`config.mk`:
```
export PLATFORM = sky130hd
export DESIGN_NAME = xret_unit
export DESIGN_NICKNAME = d
export VERILOG_FILES = /design/src/rtl/xret_pkg.sv /design/src/rtl/xret_decode.sv /design/src/rtl/xret_legal_chk.sv /design/src/rtl/xret_status_build.sv /design/src/rtl/xret_unit.sv
export SDC_FILE = /design/constraint.sdc
export NUM_CORES = 1
export LEC_CHECK = 0
export BUFFER_PORTS_ARGS = -buffer_cell sky130_fd_sc_hd__buf_2
export CAP_MARGIN = 20
export CELL_PAD_IN_SITES_DETAIL_PLACEMENT = 1
export CELL_PAD_IN_SITES_GLOBAL_PLACEMENT = 1
export CORE_MARGIN = 8
export CORE_UTILIZATION = 34
export CTS_BUF_LIST = sky130_fd_sc_hd__clkbuf_4
export CTS_CLUSTER_SIZE = 20
export DETAILED_ROUTE_END_ITERATION = 8
export PLACE_DENSITY_LB_ADDON = 0.25
export SLEW_MARGIN = 30
export SYNTH_ARGS = -nofsm -noshare
export SYNTH_HDL_FRONTEND = slang
export SYNTH_HIERARCHICAL = 1
export SYNTH_SLANG_ARGS = --single-unit
```
`constraint.sdc`:
```
create_clock -name clk -period 2.3 [get_ports clk]
set_input_delay 0.23 -clock clk [delete_from_list [all_inputs] [get_ports clk]]
set_output_delay 0.23 -clock clk [all_outputs]
set_load 0.005 [all_outputs]
```
`src/rtl/xret_pkg.sv`:
```
`timescale 1ns/1ps
package xret_pkg;
    localparam int XLEN   = 32;
    localparam int MODE_W = 5;

    localparam logic [MODE_W-1:0] MODE_USR = 5'b10000;
    localparam logic [MODE_W-1:0] MODE_FIQ = 5'b10001;
    localparam logic [MODE_W-1:0] MODE_IRQ = 5'b10010;
    localparam logic [MODE_W-1:0] MODE_SVC = 5'b10011;
    localparam logic [MODE_W-1:0] MODE_ABT = 5'b10111;
    localparam logic [MODE_W-1:0] MODE_HYP = 5'b11010;
    localparam logic [MODE_W-1:0] MODE_UND = 5'b11011;
    localparam logic [MODE_W-1:0] MODE_SYS = 5'b11111;

    localparam int ST_CSTATE = 5;
    localparam int CB_LO     = 8;
    localparam int CB_HI     = 15;
    localparam int ST_ILL    = 20;
    localparam int FLG_LO    = 27;
    localparam int FLG_HI    = 31;

    typedef enum logic [2:0] {
        ST_IDLE,
        ST_RETURN,
        ST_DBG_RETURN,
        ST_UNDEF,
        ST_NOP
    } xret_state_e;

    function automatic logic mode_known(input logic [MODE_W-1:0] m);
        case (m)
            MODE_USR, MODE_FIQ, MODE_IRQ, MODE_SVC,
            MODE_ABT, MODE_HYP, MODE_UND, MODE_SYS: mode_known = 1'b1;
            default:                                 mode_known = 1'b0;
        endcase
    endfunction

    function automatic logic [1:0] mode_level(input logic [MODE_W-1:0] m);
        if (m == MODE_USR)      mode_level = 2'd0;
        else if (m == MODE_HYP) mode_level = 2'd2;
        else                    mode_level = 2'd1;
    endfunction
endpackage

```
`src/rtl/xret_decode.sv`:
```
`timescale 1ns/1ps
module xret_decode
    import xret_pkg::*;
(
    input  logic [XLEN-1:0] word_i,
    input  logic            compact_i,
    output logic            hit_o,
    output logic            sb_err_o
);
    localparam logic [3:0]  COND_NEVER = 4'hF;
    localparam logic [15:0] CPT_FIRST  = 16'hF3DE;

    logic fix_hit, fix_sb, cpt_hit, cpt_sb;

    always_comb begin
        fix_hit = (word_i[31:28] != COND_NEVER) &&
                  (word_i[27:20] == 8'h16) &&
                  (word_i[7:4]   == 4'h6);
        fix_sb  = (word_i[19:8] != 12'h000) || (word_i[3:0] != 4'hE);
        cpt_hit = (word_i[31:16] == CPT_FIRST) &&
                  word_i[15] && !word_i[14] && !word_i[12] &&
                  (word_i[7:0] == 8'h00);
        cpt_sb  = word_i[13] || (word_i[11:8] != 4'hF);
        hit_o    = compact_i ? cpt_hit : fix_hit;
        sb_err_o = compact_i ? cpt_sb  : fix_sb;
    end
endmodule

```
`src/rtl/xret_legal_chk.sv`:
```
`timescale 1ns/1ps
module xret_legal_chk
    import xret_pkg::*;
(
    input  logic [MODE_W-1:0] cur_mode_i,
    input  logic [MODE_W-1:0] tgt_mode_i,
    output logic              illegal_o
);
    logic [1:0] cur_lvl, tgt_lvl;

    always_comb begin
        cur_lvl   = mode_level(cur_mode_i);
        tgt_lvl   = mode_level(tgt_mode_i);
        illegal_o = !mode_known(tgt_mode_i) || (tgt_lvl > cur_lvl);
    end
endmodule

```
`src/rtl/xret_status_build.sv`:
```
`timescale 1ns/1ps
module xret_status_build
    import xret_pkg::*;
(
    input  logic [XLEN-1:0]   saved_i,
    input  logic [MODE_W-1:0] cur_mode_i,
    input  logic              illegal_i,
    input  logic              debug_i,
    output logic [XLEN-1:0]   status_o
);
    always_comb begin
        status_o = saved_i;
        if (illegal_i) begin
            status_o[MODE_W-1:0] = cur_mode_i;
            status_o[ST_ILL]     = 1'b1;
        end
        if (debug_i) begin
            status_o[CB_HI:CB_LO]   = '0;
            status_o[ST_CSTATE]     = 1'b1;
            status_o[FLG_HI:FLG_LO] = '0;
        end
    end
endmodule

```
`src/rtl/xret_unit.sv`:
```
`timescale 1ns/1ps
module xret_unit
    import xret_pkg::*;
#(
    parameter bit USR_SYS_UNDEF = 1'b1
) (
    input  logic              clk,
    input  logic              rst_n,
    input  logic              issue_i,
    input  logic [XLEN-1:0]   instr_i,
    input  logic              enc_compact_i,
    input  logic              cond_pass_i,
    input  logic [MODE_W-1:0] cur_mode_i,
    input  logic              halted_i,
    input  logic              cb_active_i,
    input  logic              cb_last_i,
    input  logic [XLEN-1:0]   hyp_link_i,
    input  logic [XLEN-1:0]   gp_link_i,
    input  logic [XLEN-1:0]   saved_status_i,
    output logic              br_take_o,
    output logic [XLEN-1:0]   br_target_o,
    output logic              status_load_o,
    output logic [XLEN-1:0]   status_o,
    output logic              undef_o,
    output logic              nop_o,
    output logic              unpred_o,
    output logic              dbg_upd_o
);
    localparam xret_state_e USS_OUT = USR_SYS_UNDEF ? ST_UNDEF : ST_NOP;

    xret_state_e     st_q, st_d;
    logic            unp_q, unp_d;
    logic [XLEN-1:0] tgt_q, sts_q, sts_d;
    logic            hit, sb_err, illegal;
    logic            in_usr, in_sys;

    xret_decode u_dec (
        .word_i    (instr_i),
        .compact_i (enc_compact_i),
        .hit_o     (hit),
        .sb_err_o  (sb_err)
    );

    xret_legal_chk u_legal (
        .cur_mode_i (cur_mode_i),
        .tgt_mode_i (saved_status_i[MODE_W-1:0]),
        .illegal_o  (illegal)
    );

    xret_status_build u_sts (
        .saved_i    (saved_status_i),
        .cur_mode_i (cur_mode_i),
        .illegal_i  (illegal),
        .debug_i    (halted_i),
        .status_o   (sts_d)
    );

    assign in_usr = (cur_mode_i == MODE_USR);
    assign in_sys = (cur_mode_i == MODE_SYS);

    // next-state selection from the issuing cycle
    always_comb begin
        st_d  = ST_IDLE;
        unp_d = 1'b0;
        if (issue_i && hit) begin
            if (halted_i) begin
                if (!enc_compact_i) begin
                    st_d = ST_UNDEF;
                end else if (in_usr) begin
                    st_d = ST_UNDEF;
                end else if (in_sys) begin
                    st_d  = USS_OUT;
                    unp_d = 1'b1;
                end else begin
                    st_d = ST_DBG_RETURN;
                end
            end else if (cond_pass_i) begin
                if (in_usr || in_sys) begin
                    st_d  = USS_OUT;
                    unp_d = 1'b1;
                end else begin
                    st_d = ST_RETURN;
                end
                if (enc_compact_i && cb_active_i && !cb_last_i) unp_d = 1'b1;
            end
            if (st_d != ST_IDLE && sb_err) unp_d = 1'b1;
        end
    end

    // state register
    always_ff @(posedge clk or negedge rst_n) begin
        if (!rst_n) begin
            st_q  <= ST_IDLE;
            unp_q <= 1'b0;
            tgt_q <= '0;
            sts_q <= '0;
        end else begin
            st_q  <= st_d;
            unp_q <= unp_d;
            tgt_q <= (cur_mode_i == MODE_HYP) ? hyp_link_i : gp_link_i;
            sts_q <= sts_d;
        end
    end

    // outputs from the held state
    always_comb begin
        br_take_o     = 1'b0;
        status_load_o = 1'b0;
        undef_o       = 1'b0;
        nop_o         = 1'b0;
        dbg_upd_o     = 1'b0;
        unique case (st_q)
            ST_IDLE:       ;
            ST_RETURN:     begin br_take_o = 1'b1; status_load_o = 1'b1; end
            ST_DBG_RETURN: begin status_load_o = 1'b1; dbg_upd_o = 1'b1; end
            ST_UNDEF:      undef_o = 1'b1;
            ST_NOP:        nop_o = 1'b1;
            default:       ;
        endcase
        unpred_o    = unp_q;
        br_target_o = br_take_o ? tgt_q : '0;
        status_o    = status_load_o ? sts_q : '0;
    end
endmodule

```
==> results.yml, run 1 <==
detailed_routing:
  drcViolationCount: 0
  viasPerCell: 4.536
  routed_wl_mm: 10.60
  drtAntennaViolNets: 0
  via_count: 2835
  firstDrtPassIters: 4
  drtIter0Drc: 44
  wl_per_cell_um: 16.96
cts:
  cts_buffers: 9
  path_clk_slew_ns: 0.13
  cts_sinks: 67
  post_cts_buffers: 0
  clk_path_buf_depth: 2
  cts_tree: "done"
  clockRootBuffer: "clkbuf_4"
  cts_htree_levels: 3
synth:
  synth-seq-cells: 67
  netlist_instances: 274
  synth-compound-area-share: 0.02174
  avgSynthCellArea_um2: 11.55
  synthXorXnorAreaFrac: 0.002767
  synth_largest_area_cell: "dfrtp_1"
  synth-simple-area-share: 0.2411
  synth_area_leaders: "dfrtp_1 (53%), mux2_2 (9.2%), nor2b_1 (9.1%)"
  synth_top_area_frac: 0.5296
  async_flop_share: 1.000
  ys.flop_type: "dfrtp_1"
  synth_edf_count: 0
  netlist_top_cells_count: "dfrtp_1 (67), nor2b_1 (46), and2_1 (32), mux2_2 (26), buf_4 (13)"
  seq_area_frac_synth: 0.5296
  synth_top_family_by_area: "simple AND/OR/NAND/NOR gates"
  synth.net_count: 420
  yosysWarningCount: 6
  synthMuxAreaShare: 0.1316
  synth.most_common_cell: "dfrtp_1"
  synth_fa_ha_area_frac: 0.01976
  synth_area_um2: 3166
  yosys.cell_types.count: 39
timing:
  maxSlewViolCount: 0
  finalHoldViolCount: 0
  fin_crit_sh: 0.8563
  tns_ns: 0
  finalCriticalPeriod_ns: 1.969
  worstMarginPinSlew_ns: 0.7298
  rsz0062_at_grt: "false"
  setup-violations-final: 0
  fin_hold_ws_ns: 0.03362
  slew_headroom: 0.5135
  fmax_ghz: 0.5078
run_status:
  status: "finished, final reports clean"
global_route:
  antenna_found_initial: 3
  grt_use_total: 0.1691
  first_global_vias: 3274
  grt_overflow: 0
  grt_max_degree: 38
  grt_pass1_wl_mm: 16.70
pwr:
  p_leak_uw: 0.002460
  p_per_area_nw_per_um2: 512.3
  ir_drop_mv: 0.2286
final_layout:
  layout.nets: 653
  drive_gt1_frac: 0.5098
  area_delta_synth_final_pct: 49.49
  utilization: 0.5170
  n_fill_cell: 1074
critical_path:
  crit_chain: "inv_1 > ha_1 > buf_4 > nor2b_1 > buf_2"
  worstPathArrival_ns: 1.74
  cp_slowest_cell: "dfrtp_1"
  cp_top_family: "buffers and inverters"
  crit_type: "reg -> out"
  path_buf_inv: 3
  slowest_delay_ns: 0.39
  cp_max_fo: 33
  cp-end-kind: "output pin"
  crit_path_start_kind: "flip-flop"
  critPathRequiredTime_ns: 2.07
min_path:
  holdPathStages: 2
  hp-start: "hyp_link_i[1]"
  hold_path_end: "tgt_q[1]"
  min_path_type: "in -> reg"
floorplan:
  die-area_um2: 12650
  initial_core_util: 0.3459
  core-area_um2: 9153
  ios: 211
  die_h_um: 112.5
  fp.dieW_um: 112.5
  rows: 35
place:
  detailed_place_hpwl_mm: 8.182
  routabilityCongestion: 0.7683
  port_buffers: 209
job:
  drv_cap: 0
-- routing by layer --
layer,up-vias,share of wire,routed length [µm],GRT usage
met3,23,0.078,825,0.06065
met4,2,0.023,243,0.08004
met5,-,0.00075,8,0
met2,126,0.54,5705,0.3143
met1,1315,0.36,3819,0.1627
li1,1369,-,-,-
-- kinds of logic (layout without fill, tap and decap cells) --
group,Yosys count,after routing
AO/OA/AOI/OAI,9,9
buffers and inverters,28,266
other,1,3
flip-flops,67,67
multiplexers,37,37
AND/OR/NAND/NOR,126,126
adder cells (fa/ha/maj),5,5
XOR/XNOR,1,1
-- worst max path at each step --
stage / start / endpoint / slack (ns) / cells past startpoint
3_3_place_gp: cur_mode_i[0] / sts_q[20] / 0.27 / 8
3_5_place_dp: cur_mode_i[0] / sts_q[20] / 0.18 / 8
2_1_floorplan: cur_mode_i[0] / sts_q[20] / 0.57 / 7
5_1_grt: st_q[0] / status_o[17] / 0.22 / 5
6_report: st_q[0] / status_o[4] / 0.33 / 5
4_1_cts: st_q[0] / status_o[4] / 0.29 / 5
-- state kept, by name, indices dropped and copies added (netlist names) --
register  flops
st_q          2
sts_q        32
tgt_q        32
unpred_o      1
-- layout by cell type, fill, tap and decap left out, drive strengths merged, types with 2 or more instances in the layout --
| master | count |
|---|---|
| nand4 | 6 |
| or4 | 3 |
| mux2 | 37 |
| inv | 5 |
| dfrtp | 67 |
| clkinv | 4 |
| dlygate4sd3 | 32 |
| a21oi | 2 |
| nand3 | 4 |
| nor2b | 46 |
| buf | 213 |
| nor3 | 3 |
| clkbuf | 9 |
| or2 | 3 |
| diode | 2 |
| nor4 | 3 |
| and2 | 32 |
| ha | 5 |
| nor2 | 10 |
| bufinv | 2 |
| nand2 | 11 |
-- what timing repair did --
action	CTS	global route
resized for setup	0	0
hold buffers	29	3
hold endpoints to repair	55	2
-- where the power goes --
| part | internal [µW] | leakage (µW) | total [µW] | switching (µW) |
|---|---|---|---|---|
| Sequential | 1240 | 0.000800 | 1250 | 12.9 |
| Combinational | 183 | 0.00158 | 301 | 118 |
| Clock | 437 | 0.0000812 | 870 | 433 |
| Total | 1860 | 0.00246 | 2420 | 564 |
-- stage by stage --
stage | instances | setup WS, ns | power (µW) | cell area, µm²
4_1_cts | 620 | 0.2946 | 2462 | 4697
3_3_place_gp | 575 | 0.2710 | 1524 | 4247
6_report | 625 | 0.3306 | 2424 | 4732
3_5_place_dp | 575 | 0.1778 | 1538 | 4247
5_1_grt | 625 | 0.2206 | 2543 | 4732
2_1_floorplan | 274 | 0.5735 | 1376 | 3166
-- cell type report --
type                            count  area [µm²]  area share
Antenna cell                        2       5.005    0.001058
Clock buffer                        9       67.56     0.01428
Clock inverter                      7       92.59     0.01957
Inverter                            5       18.77    0.003966
Multi-Input combinational cell    179        1324      0.2797
Sequential cell                    67        1677      0.3543
Tap cell                          111       138.9     0.02935
Timing Repair Buffer              245        1409      0.2977
Note: power is estimated with default switching activity, not from simulation.
==> inputs of run 2 (changes only) <==
--- a/config.mk
+++ b/config.mk
@@ -9,7 +9,7 @@
 export CAP_MARGIN = 20
 export CELL_PAD_IN_SITES_DETAIL_PLACEMENT = 1
 export CELL_PAD_IN_SITES_GLOBAL_PLACEMENT = 1
-export CORE_MARGIN = 8
+export CORE_MARGIN = 2
 export CORE_UTILIZATION = 34
 export CTS_BUF_LIST = sky130_fd_sc_hd__clkbuf_4
 export CTS_CLUSTER_SIZE = 20
==> run 2 against run 1 <==
- setup slack improved by 0.037 ns
- die area fell by 20%
- routed wire length fell by 14%
- critical path type unchanged
- largest power group unchanged
- sequential power barely moved
- utilization fell by 1.2 points
==> results.yml, run 2 (same netlist as run 1, synthesis figures left out) <==
floorplan:
  die-area_um2: 10100
  ios: 211
  die_h_um: 100.5
  core-area_um2: 9153
  initial_core_util: 0.3459
  rows: 35
  fp.dieW_um: 100.5
final_layout:
  layout.nets: 640
  drive_gt1_frac: 0.5251
  layout_common_cells: "buf_2 (209), dfrtp_1 (67), nor2b_1 (46)"
  final_common_cell: "buf_2"
  area_delta_synth_final_pct: 45.97
  reg_top3: "sts_q: 32 flops, tgt_q: 32 flops, st_q: 2 flops"
  num_antenna_cells: 0
  utilization: 0.5049
  n_fill_cell: 1110
timing:
  slew_headroom: 0.4714
  rsz0062_at_grt: "false"
  fmax_ghz: 0.5176
  finalCriticalPeriod_ns: 1.932
  maxSlewViolCount: 0
  tns_ns: 0
  fin_crit_sh: 0.8400
  setup-violations-final: 0
  finalHoldViolCount: 0
  worstMarginPinSlew_ns: 0.7930
pwr:
  p_clk_frac: 0.389
  p_leak_uw: 0.002422
  ir_drop_mv: 0.2534
  p_per_area_nw_per_um2: 544.5
  internal-power_uw: 1957
  p_sw_uw: 558.6
  combPwrFrac: 0.112
  p_sw_frac: 0.2220
  p_seq_frac: 0.499
  power_uw: 2516
critical_path:
  critPathRequiredTime_ns: 2.07
  cp_top_family: "buffers and inverters"
  slowest_delay_ns: 0.40
  crit_chain: "inv_1 > ha_1 > buf_4 > nor2b_1 > buf_2"
  crit_type: "reg -> out"
  cp-end-kind: "output pin"
  cp_max_fo: 33
  crit_path_start_kind: "flip-flop"
  cp_slowest_cell: "dfrtp_1"
  path_buf_inv: 3
  worstPathArrival_ns: 1.70
global_route:
  grt_pass1_wl_mm: 14.09
  first_global_vias: 2838
  grt_max_degree: 35
  grt_use_total: 0.1839
  grt_overflow: 0
  antenna_found_initial: 0
cts:
  clockRootBuffer: "clkbuf_4"
  cts_htree_levels: 3
  path_clk_slew_ns: 0.11
  cts_buffers: 9
  cts_tree: "done"
  cts_resized: 0
  cts_sinks: 67
  clk_path_buf_depth: 2
run_status:
  status: "finished, final reports clean"
detailed_routing:
  viasPerCell: 4.539
  drtAntennaViolNets: 0
  drcViolationCount: 0
  wl_per_cell_um: 14.93
  firstDrtPassIters: 4
  routed_wl_mm: 9.108
  via_count: 2769
  drtIter0Drc: 39
place:
  routabilityCongestion: 0.7812
  port_buffers: 209
  detailed_place_hpwl_mm: 7.073
min_path:
  min_path_type: "in -> reg"
job:
  drv_cap: 0
-- run 2: cell count changes in the layout (fill, tap and decap cells not counted) --
| cell | before | now |
|---|---|---|
| bufinv_16 | 2 | 3 |
| clkinv_1 | 2 | 1 |
| clkinv_2 | 0 | 1 |
| clkinvlp_4 | 1 | 0 |
| diode_2 | 2 | 0 |
| dlygate4sd3_1 | 32 | 19 |
-- run 2: final cells by class --
type	instances	area (µm²)	area share
Sequential cell	67	1677	0.3628
Clock inverter	7	116.4	0.02518
Clock buffer	9	67.56	0.01462
Multi-Input combinational cell	179	1324	0.2865
Timing Repair Buffer	232	1279	0.2767
Tap cell	111	138.9	0.03006
Inverter	5	18.77	0.004062
-- run 2: repair_timing --
item	4_1_cts	5_1_grt
endpoints found under the hold margin	49	2
hold buffers	17	2
buffers inserted	0	0
-- run 2: per-layer routing --
layer,global-route usage,wire length [µm],vias to the layer above
met1,0.2048,3518,1311
met3,0.04438,618,9
li1,-,-,1331
met5,0,0,-
met4,0.05901,120,0
met2,0.3433,4851,118
-- run 2: final timing paths --
| kind | to | start | cells after the start |
|---|---|---|---|
| setup / recovery | status_o[15] | st_q[0] | 5 |
| hold / removal | tgt_q[20] | gp_link_i[20] | 2 |
| max in group asynchronous | tgt_q[26] | rst_n | 3 |
| min in group asynchronous | sts_q[7] | rst_n | 2 |
-- run 2: stage by stage --
step           hold WS (ns)  cells  area (µm²)  setup WS (ns)
2_1_floorplan      -0.06559    274        3166         0.5735
6_report            0.03517    610        4621         0.3679
3_3_place_gp         0.3384    575        4247         0.2692
4_1_cts            0.002836    608        4601         0.3063
5_1_grt           0.0002499    610        4621         0.2243
3_5_place_dp         0.3403    575        4247         0.1327
-- run 2: power groups by stage --
stage | combinational [µW] | clock, µW | sequential [µW]
after floorplan | 103 | 0 | 1270
after global placement | 251 | 0 | 1270
after detailed placement | 261 | 0 | 1280
after CTS | 286 | 1010 | 1260
after global routing | 316 | 1070 | 1260
final | 282 | 979 | 1250
==> inputs of run 3 (changes only) <==
--- a/config.mk
+++ b/config.mk
@@ -10,7 +10,7 @@
 export CELL_PAD_IN_SITES_DETAIL_PLACEMENT = 1
 export CELL_PAD_IN_SITES_GLOBAL_PLACEMENT = 1
 export CORE_MARGIN = 2
-export CORE_UTILIZATION = 34
+export CORE_UTILIZATION = 31
 export CTS_BUF_LIST = sky130_fd_sc_hd__clkbuf_4
 export CTS_CLUSTER_SIZE = 20
 export DETAILED_ROUTE_END_ITERATION = 8
==> constraint.sdc (replaced) <==
create_clock -name clk -period 1.8 [get_ports clk]
set_input_delay 0.18 -clock clk [delete_from_list [all_inputs] [get_ports clk]]
set_output_delay 0.18 -clock clk [all_outputs]
set_load 0.005 [all_outputs]
==> run 3 against run 2 <==
- design area up 22%
- global-route usage up 2.3 points
- sequential share of layout area down 6.6 points
- routed wire length up 30%
- total power up 30%
- first-iteration DRC count up 130%
- sequential power up 29%
- critical path depth unchanged
- setup slack worse by 0.32 ns
- flip-flop and latch count unchanged
- clock power up 17%
- largest power group unchanged
==> results.yml, run 3 (same netlist as run 1, synthesis figures left out) <==
detailed_routing:
  via_count: 3121
  drtIter0Drc: 91
  viasPerCell: 4.402
  wl_per_cell_um: 16.72
  firstDrtPassIters: 4
  drcViolationCount: 0
  drtAntennaViolNets: 0
  routed_wl_mm: 11.85
cts:
  path_clk_slew_ns: 0.10
  cts_htree_levels: 3
  clockRootBuffer: "clkbuf_4"
  cts_tree: "done"
  cts_buffers: 9
  cts_sinks: 67
  clk_path_buf_depth: 2
pwr:
  p_leak_uw: 0.002841
  p_sw_uw: 778.9
  ir_drop_mv: 0.3218
  p_seq_frac: 0.492
  internal-power_uw: 2500
  p_sw_frac: 0.2375
  p_per_area_nw_per_um2: 580.2
  power_uw: 3279
  p_clk_frac: 0.352
  combPwrFrac: 0.157
timing:
  finalHoldViolCount: 0
  rsz0062_at_grt: "true"
  fin_crit_sh: 0.9748
  fin_ws_ns: 0.04528
  setup-violations-final: 0
  maxSlewViolCount: 0
  finalCriticalPeriod_ns: 1.755
  fin_hold_ws_ns: 0.03130
  fmax_ghz: 0.5699
global_route:
  grt_use_total: 0.2070
  grt_max_degree: 68
  antenna_found_initial: 0
  grt_pass1_wl_mm: 17.88
  grt_overflow: 0
  first_global_vias: 3490
critical_path:
  worstPathArrival_ns: 1.57
  cp_slowest_cell: "dfrtp_1"
  cp-end-kind: "output pin"
  critPathRequiredTime_ns: 1.62
  crit_path_start_kind: "flip-flop"
  cp_max_fo: 16
  crit_type: "reg -> out"
  slowest_delay_ns: 0.43
  crit_chain: "buf_6 > ha_4 > clkbuf_16 > and2_1 > buf_2"
place:
  detailed_place_hpwl_mm: 6.776
  placed_cells: 602
  dpl_worst_slack_ns: -0.2131
  routabilityCongestion: 0.8213
  dpl_cell_area_um2: 4337
  port_buffers: 209
floorplan:
  die-area_um2: 11040
  rows: 36
  ios: 211
  die_h_um: 105.1
  core-area_um2: 9864
  initial_core_util: 0.3209
  fp.dieW_um: 105.1
final_layout:
  final_common_cell: "buf_2"
  layout_common_cells: "buf_2 (201), dlygate4sd3_1 (87), dfrtp_1 (67)"
  drive_gt1_frac: 0.5278
  reg_top3: "sts_q: 32 flops, tgt_q: 32 flops, st_q: 2 flops"
  post-route-cell-area_um2: 5652
  layout.nets: 717
  num_antenna_cells: 0
  area_delta_synth_final_pct: 78.54
  instances_no_fill: 709
  n_fill_cell: 1108
job:
  drv_cap: 0
min_path:
  min_path_type: "in -> reg"
run_status:
  status: "finished, final reports clean"
==> run 3: through the flow <==
step	utilization	setup TNS, ns
after floorplan	-	0
after CTS	0.5479	-0.4992
after global routing	0.5729	-0.7268
after detailed placement	0.4396	-1.143
final	0.5729	0
after global placement	0.4396	-0.5744
==> run 3: final timing paths <==
kind | startpoint | to | cells after the start
hold / removal | gp_link_i[29] | tgt_q[29] | 2
setup / recovery | st_q[0] | br_target_o[17] | 5
max in group asynchronous | rst_n | tgt_q[29] | 3
min in group asynchronous | rst_n | tgt_q[9] | 3
==> run 3: timing repair <==
action	CTS	global route
hold buffers	87	0
pin swaps	0	1
resized for setup	6	45
setup endpoints to repair	32	60
setup buffers	1	0
gates cloned	0	3
hold endpoints to repair	125	0
==> run 3: final cells by class <==
cell class                      count  area [µm²]  area share
Timing Repair Buffer              309        2157      0.3817
Sequential cell                    67        1677      0.2967
Multi-Input combinational cell    179        1469      0.2599
Tap cell                          133       166.4     0.02944
Clock inverter                      6       88.84     0.01572
Clock buffer                       10       75.07     0.01328
Inverter                            5       18.77    0.003321
==> run 3: critical path, delay by kind of cell (launching register included) <==
| family | cells | cell delay [ns] |
|---|---|---|
| AND/OR/NAND/NOR | 1 | 0.14 |
| flip-flops | 1 | 0.43 |
| adder cells (fa/ha/maj) | 1 | 0.17 |
| buffers and inverters | 3 | 0.44 |
==> run 3: power groups by stage <==
stage	clock network [µW]	logic [µW]	registers [µW]
CTS	1190	497	1600
detailed placement	0	342	1630
finish	1150	514	1610
global route	1270	563	1620
floorplan	0	132	1630
global placement	0	330	1630
==> run 3: metal layers <==
layer / global-route usage / vias up / wire length (µm)
met1: 0.2352 / 1486 / 4589
li1: - / 1488 / -
met3: 0.05802 / 12 / 745
met5: 0 / - / 0
met2: 0.3822 / 135 / 6385
met4: 0.04762 / 0 / 133
